===== src/rtl/err_abs_recon.sv =====
module err_abs_recon (
  input  logic       clk,
  input  logic       rst_n,
  input  logic       smp_vld,
  input  logic [8:0] err_raw,
  input  logic [1:0] gain_sel,
  input  logic [9:0] dac_code,
  output logic       res_vld,
  output logic [9:0] abs_code,
  output logic [8:0] err_clamped,
  output logic       sat_pos,
  output logic       sat_neg
);

  localparam logic signed [8:0] HI_BASE = 9'sd248;
  localparam logic signed [8:0] LO_BASE = 9'h100;

  logic signed [8:0]  err_s, lim_hi, lim_lo, err_c;
  logic               hi_hit, lo_hit;
  logic [8:0]         mag;
  logic [12:0]        num, quo;
  logic signed [13:0] base, delta, diff;
  logic [9:0]         abs_n;

  assign err_s  = signed'(err_raw);
  assign lim_hi = HI_BASE >>> gain_sel;
  assign lim_lo = LO_BASE >>> gain_sel;
  assign hi_hit = err_s > lim_hi;
  assign lo_hit = err_s < lim_lo;
  assign err_c  = hi_hit ? lim_hi : (lo_hit ? lim_lo : err_s);

  assign mag   = err_c[8] ? 9'(-err_c) : err_c;
  assign num   = {mag, 4'b0000} + 13'd12;
  assign quo   = num / 13'd25;
  assign base  = signed'({4'b0000, dac_code});
  assign delta = signed'({1'b0, quo});
  assign diff  = err_c[8] ? base + delta : base - delta;

  always_comb begin
    if (diff < 14'sd0)         abs_n = 10'd0;
    else if (diff > 14'sd1023) abs_n = 10'd1023;
    else                       abs_n = diff[9:0];
  end

  always_ff @(posedge clk) begin
    if (!rst_n) begin
      res_vld     <= 1'b0;
      abs_code    <= '0;
      err_clamped <= '0;
      sat_pos     <= 1'b0;
      sat_neg     <= 1'b0;
    end else begin
      res_vld <= smp_vld;
      if (smp_vld) begin
        abs_code    <= abs_n;
        err_clamped <= err_c;
        sat_pos     <= hi_hit;
        sat_neg     <= lo_hit;
      end
    end
  end

endmodule


===== config.mk =====
export PLATFORM = sky130hd
export DESIGN_NAME = err_abs_recon
export DESIGN_NICKNAME = d
export VERILOG_FILES = /design/src/rtl/err_abs_recon.sv
export SDC_FILE = /design/constraint.sdc
export NUM_CORES = 1
export LEC_CHECK = 0
export ABC_CLOCK_PERIOD_IN_PS = 27300
export CORE_MARGIN = 10
export CORE_UTILIZATION = 64
export DETAILED_ROUTE_END_ITERATION = 8
export GPL_TIMING_DRIVEN = 0
export PLACE_DENSITY_LB_ADDON = 0.25
export SKIP_LAST_GASP = 1
export SLEW_MARGIN = 10
export SYNTH_ARGS = -nofsm -noshare
export SYNTH_HDL_FRONTEND = slang
export SYNTH_SLANG_ARGS = --single-unit

===== constraint.sdc =====
create_clock -name clk -period 27.3 [get_ports clk]
set_input_delay 2.73 -clock clk [delete_from_list [all_inputs] [get_ports clk]]
set_output_delay 2.73 -clock clk [all_outputs]
set_load 0.05 [all_outputs]

==> flow_metrics.py, run 1 <==
metrics = {
    "yosys": {
        "synth_area_leaders": "dfxtp_1 9.9%, ha_1 9.0%, nand2_1 5.0%",
        "yosysWarnings": 0,
        "synthFlopType": "dfxtp_1",
        "syn_avg_cell_area_um2": 7.238,
        "synth_edf_count": 0,
        "yosysUniqueCellTypes": 94,
        "postSynthCellCount": 613,
        "ys_seq_area_frac": 0.09927,
        "synth-seq-cells": 22,
        "syn_nets": 670,
        "yosysTopAreaCellShare": 0.09927,
        "synth_top_cell_by_area": "dfxtp_1",
        "synth_area_mm2": 0.004437,
        "async_flop_share": 0,
    },
    "timing": {
        "tightestPinTransition_ns": 0.7508,
        "fin_crit_sh": 0.6996,
        "slew-limit-headroom": 0.4984,
        "setup_violations": 0,
        "finalCriticalPeriod_ns": 19.10,
        "hold_violations": 0,
        "max_freq_mhz": 52.36,
        "finClkSkew_ns": 0,
        "rsz0062_at_grt": "no",
        "slew_violations": 0,
        "finalSetupTns_ns": 0,
    },
    "setup_path": {
        "worstPathRequired_ns": 27.39,
        "cpMostUsedCell": "ha_1",
        "cp-startpoint": "gain_sel[1]",
        "crit_fanout": 11,
        "reg2regPathDepth": 2,
        "critPathMaxStageDelay_ns": 0.57,
        "crit_type": "input port to register",
        "endpoint_kind": "register",
        "cpMaxStageDelayCell": "o21ai_1",
        "worstPathArrival_ns": 19.19,
        "critPathCapture": "abs_code[4]",
        "r2r_setup_slack_ns": 26.30,
        "start_kind": "input port",
        "r2r-end": "err_clamped[0]",
        "timing.rr.start": "err_clamped[0]",
    },
    "place": {
        "hpwl_um": 10960,
        "port_buffers": 44,
        "place_congestion": 1.028,
    },
    "finish": {
        "areaGrowthSynthToFinish_pct": 13.79,
        "nets": 719,
        "drive_above_1_share": 0.08169,
        "nFillCells": 507,
        "antenna_cells": 0,
    },
    "clock_network": {
        "cts_buffer_depth": 2,
        "tritoncts": "done",
        "cts_sinks": 22,
        "clock_latency_ns": 0.26,
        "numCtsBuffers": 3,
        "clk_pin_slew_ns": 0.08,
        "cts_resized": 0,
        "post_cts_buffers": 0,
        "hold_buffers": 0,
        "cts_max_level": 1,
        "root_buffer": "clkbuf_8",
    },
    "drt": {
        "drc_errors": 0,
        "detail-route-antenna-nets": 0,
        "drt_iter0_drc": 593,
        "wire_per_inst_um": 19.23,
        "finalWirelength_um": 14250,
        "drtPass1Iterations": 5,
        "vias_per_cell": 7.212,
        "via_count": 5344,
    },
    "global_route": {
        "grt-busiest-layer": "met2",
        "use_met3": 0.03389,
        "grt_max_degree": 14,
        "groute.usage.overall": 0.2579,
        "grt_pass1_vias": 4927,
        "grt.met1_usage": 0.3210,
        "met2_usage": 0.4490,
        "antenna_found_initial": 0,
        "grt-ovfl-total": 0,
        "grt_pass1_wl_um": 23270,
    },
    "run": {
        "maxCapViolCount": 0,
    },
    "floorplanning": {
        "start_util": 0.6567,
        "die_w_um": 103.3,
        "pin_count": 46,
        "die_area_mm2": 0.01066,
        "die_y_um": 103.3,
        "core_area_mm2": 0.006756,
        "rows": 30,
    },
    "hold_path": {
        "hold_path_class": "register to register",
        "hp-start": "abs_code[9]",
    },
    "status": {
        "status": "completed",
    },
}
registers in the layout, summed over array words and instances (netlist names):
register     cells
res_vld          1
abs_code        10
err_clamped      9
sat_pos          1
sat_neg          1
cell usage after synthesis, types with 5 or more instances:
cell type  instances
o21a_1             6
buf_2             10
o311ai_1           9
o21ai_1            7
xnor2_1           19
o32ai_1            6
o31ai_1            9
and2_1             7
nand2_1           59
and3_1             6
a211o_1            5
xor2_1             7
a211oi_1           9
o21ai_0           33
nor4_1             5
nand3_1           23
or3_1             10
a221oi_1           5
a21o_1            17
a21oi_1           40
dfxtp_1           22
nor2_1            56
mux2i_1            9
a31oi_1           11
clkbuf_1           7
inv_1             21
ha_1              32
nor2b_1           14
nand4_1            7
nor3_1            25
cells by family (layout without fill, tap and decap cells):
logic type,count (synthesis),in the layout,share of synthesized area
simple gates,247,247,0.2857
compound gates,226,226,0.3940
buf+inv,48,96,0.04964
fa+ha+maj,33,33,0.09475
xor+xnor,26,26,0.05133
flops,22,22,0.09927
mux,11,11,0.02538
cell type report:
cell class / instances / area (um2) / share of cell area
plain buffers: 23 / 121.4 / 0.02404
clock buffers: 3 / 41.29 / 0.008178
clock inverters: 1 / 30.03 / 0.005948
inverters: 25 / 98.84 / 0.01958
multi-input cells: 543 / 3776 / 0.7480
flip-flops and latches: 22 / 440.4 / 0.08724
well taps: 80 / 100.1 / 0.01983
repair buffers: 44 / 440.4 / 0.08724
layout by cell type, fill, tap and decap left out, types with 5 or more instances in the layout:
cell type | Yosys | final
a211o_1 | 5 | 5
a211oi_1 | 9 | 9
a21o_1 | 17 | 17
a21oi_1 | 40 | 40
a221oi_1 | 5 | 5
a31oi_1 | 11 | 11
and2_1 | 7 | 7
and3_1 | 6 | 6
buf_2 | 10 | 10
clkbuf_1 | 7 | 7
clkdlybuf4s50_1 | 0 | 44
dfxtp_1 | 22 | 22
ha_1 | 32 | 32
inv_1 | 21 | 21
mux2i_1 | 9 | 9
nand2_1 | 59 | 59
nand3_1 | 23 | 23
nand4_1 | 7 | 7
nor2_1 | 56 | 56
nor2b_1 | 14 | 14
nor3_1 | 25 | 25
nor4_1 | 5 | 5
o21a_1 | 6 | 6
o21ai_0 | 33 | 33
o21ai_1 | 7 | 7
o311ai_1 | 9 | 9
o31ai_1 | 9 | 9
o32ai_1 | 6 | 6
or3_1 | 10 | 10
xnor2_1 | 19 | 19
xor2_1 | 7 | 7
critical path: cells and delay by family:
kind | cells | cell delay (ns)
and+or+nand+nor | 29 | 5.81
buffers and inverters | 8 | 1.67
xor gates and xnor gates | 4 | 0.71
muxes | 1 | 0.29
adders and majority gates | 8 | 2.21
AOI/OAI and AO/OA | 20 | 5.71
how the worst min path moves through the flow:
stage               slack, ns  cells after the start     endpoint
detailed placement       0.46                      2  abs_code[8]
finish                   0.49                      2  abs_code[9]
global route             0.53                      2  abs_code[8]
floorplan                0.70                      2  abs_code[8]
CTS                      0.49                      2  abs_code[8]
global placement         0.46                      2  abs_code[8]
stage by stage:
step | utilization | worst slack [ns] | cells | hold WS, ns | instance area, um2
final | 0.7472 | 8.201 | 741 | 0.4920 | 5049
after CTS | 0.7472 | 8.586 | 741 | 0.4904 | 5049
after global routing | 0.7472 | 7.185 | 741 | 0.5297 | 5049
after global placement | 0.7367 | 8.952 | 737 | 0.4557 | 4977
after detailed placement | 0.7367 | 8.485 | 737 | 0.4605 | 4977
after floorplan | - | 11.29 | 613 | 0.6981 | 4437
routing by layer:
| layer | vias to the layer above | wire (um) |
|---|---|---|
| met5 | - | 0 |
| met4 | 0 | 404 |
| met3 | 60 | 1334 |
| met2 | 356 | 6755 |
| met1 | 2460 | 5758 |
| li1 | 2468 | - |
Power of run 1 is left out: the tool's default activity adds up to more than one toggle a clock period on the data nets, which glitch-free logic cannot reach.
==> run 2: changes to the inputs <==
--- a/config.mk
+++ b/config.mk
@@ -5,9 +5,9 @@
 export SDC_FILE = /design/constraint.sdc
 export NUM_CORES = 1
 export LEC_CHECK = 0
-export ABC_CLOCK_PERIOD_IN_PS = 27300
+export ABC_CLOCK_PERIOD_IN_PS = 16500
 export CORE_MARGIN = 10
-export CORE_UTILIZATION = 64
+export CORE_UTILIZATION = 54
 export DETAILED_ROUTE_END_ITERATION = 8
 export GPL_TIMING_DRIVEN = 0
 export PLACE_DENSITY_LB_ADDON = 0.25
==> constraint.sdc (replaced) <==
create_clock -name clk -period 16.5 [get_ports clk]
set_input_delay 1.65 -clock clk [delete_from_list [all_inputs] [get_ports clk]]
set_output_delay 1.65 -clock clk [all_outputs]
set_load 0.05 [all_outputs]
==> run 2 against run 1 <==
Net effect: first-iteration DRC count shrank 29%; core utilization shrank 7.8 points; setup slack lost 7.4 ns; final cell count grew 5.3%; highest routed layer unchanged; sequential share of layout area shrank 0.59 points; global-route usage shrank 5.1 points; flip-flop and latch count is the same; count of clock-buffer cells in the layout grew 1.
==> flow_metrics.py, run 2 (synthesis gave the netlist of run 1 again) <==
metrics = {
    "global_route": {
        "grt_pass1_wl_um": 22880,
        "grt.met1_usage": 0.2806,
        "grt-busiest-layer": "met2",
        "grt-ovfl-total": 0,
        "groute.usage.overall": 0.2070,
        "grt_pass1_vias": 4729,
        "use_met3": 0.02597,
        "grt_max_degree": 13,
        "met2_usage": 0.3451,
        "antenna_found_initial": 0,
    },
    "drt": {
        "vias_per_cell": 6.610,
        "drtPass1Iterations": 6,
        "detail-route-antenna-nets": 0,
        "drc_errors": 0,
        "drt_iter0_drc": 422,
        "via_count": 5156,
        "wire_per_inst_um": 17.97,
        "finalWirelength_um": 14010,
    },
    "setup_path": {
        "cp-startpoint": "gain_sel[1]",
        "worstPathRequired_ns": 16.68,
        "endpoint_kind": "register",
        "crit_fanout": 11,
        "r2r_setup_slack_ns": 15.74,
        "start_kind": "input port",
        "reg2regPathDepth": 3,
        "worstPathArrival_ns": 15.85,
        "crit_type": "input port to register",
        "cpMaxStageDelayCell": "a2111o_1",
        "critPathCapture": "abs_code[8]",
        "cpMostUsedCell": "ha_2",
        "r2r-end": "err_clamped[5]",
        "timing.rr.start": "err_clamped[5]",
        "critPathMaxStageDelay_ns": 0.52,
    },
    "floorplanning": {
        "rows": 33,
        "die_w_um": 110.6,
        "core_area_mm2": 0.008093,
        "pin_count": 46,
        "die_area_mm2": 0.01224,
        "start_util": 0.5482,
        "die_y_um": 110.6,
    },
    "clock_network": {
        "tritoncts": "done",
        "hold_buffers": 0,
        "cts_max_level": 1,
        "root_buffer": "clkbuf_8",
        "cts_sinks": 22,
        "cts_buffer_depth": 2,
        "clock_latency_ns": 0.27,
        "clk_pin_slew_ns": 0.08,
        "numCtsBuffers": 3,
    },
    "finish": {
        "regMostFlops": "abs_code",
        "largest_reg_flops": 10,
        "mostFrequentLayoutCells": "59 x nand2_1, 52 x nor2_1, 44 x clkdlybuf4s50_1",
        "final_common_cell": "nand2_1",
        "antenna_cells": 0,
        "largestRegisters": "abs_code x10, err_clamped x9",
        "area.sequential_um2": 440.4,
        "drive_above_1_share": 0.1467,
        "areaGrowthSynthToFinish_pct": 22.11,
        "multiInputGateArea_mm2": 0.004015,
        "nets": 733,
        "nFillCells": 738,
    },
    "run": {
        "maxCapViolCount": 0,
    },
    "timing": {
        "finalSetupTns_ns": 0,
        "tightestPinTransition_ns": 0.9827,
        "setup_violations": 0,
        "final.hold.worst_slack_ns": 0.4742,
        "slew-limit-headroom": 0.3435,
        "hold_violations": 0,
        "slew_violations": 0,
        "finalCriticalPeriod_ns": 15.67,
        "fin_crit_sh": 0.9500,
        "max_freq_mhz": 63.80,
        "finClkSkew_ns": 0,
    },
    "place": {
        "port_buffers": 44,
        "hpwl_um": 10760,
        "place_congestion": 0.9534,
    },
    "hold_path": {
        "hold_path_class": "register to register",
    },
    "status": {
        "status": "completed",
    },
}
[run 2: changes by cell type in the layout (fill, tap and decap cells not counted), moves of 3 or more]
cell	delta
nor2_1	-4
buf_4	+14
ha_2	+4
buf_2	-4
o21ai_1	-3
ha_1	-5
[run 2: how the worst min path moves through the flow]
stage	start	endpoint	slack, ns	cells past startpoint
finish	abs_code[2]	abs_code[2]	0.47	2
global route	abs_code[9]	abs_code[9]	0.51	2
CTS	abs_code[2]	abs_code[2]	0.48	2
detailed placement	abs_code[2]	abs_code[2]	0.47	2
global placement	abs_code[8]	abs_code[8]	0.46	2
floorplan	abs_code[8]	abs_code[8]	0.70	2
[run 2: area by class of cell]
cell class	instances	share of cell area
plain buffers	23	0.02564
inverters	25	0.01824
multi-input cells	544	0.7411
flip-flops and latches	22	0.08129
well taps	105	0.02425
clock buffers	4	0.01016
repair buffers	57	0.09931
[run 2: layer usage]
layer  vias to the layer above  routed length [um]
li1                       2503                   -
met1                      2407                6375
met2                       222                6563
met3                        24                 886
met4                         0                 189
met5                         -                   0
[run 2: worst max-delay path, delay by kind of cell]
kind,cells,cell delay (ns)
fa+ha+maj,8,1.87
mux,1,0.31
compound gates,21,4.55
xor+xnor,4,0.67
buf+inv,9,1.60
simple gates,28,5.22
[run 2: stage by stage]
| stage | area, um2 | worst slack, ns | std cells | util |
|---|---|---|---|---|
| after floorplan | 4437 | 1.572 | 613 | - |
| after global placement | 5009 | -0.9565 | 762 | 0.6189 |
| after detailed placement | 5009 | -1.224 | 762 | 0.6189 |
| after CTS | 5160 | 0.01255 | 769 | 0.6376 |
| after global routing | 5418 | -0.02391 | 780 | 0.6695 |
| final | 5418 | 0.8254 | 780 | 0.6695 |
[run 2: repair_timing]
action	CTS	global route
setup endpoints to repair	10	10
resized for setup	14	37
pin swaps	3	8
cloned	0	1
buffers inserted	3	10
Power of run 2 is left out for the same reason.
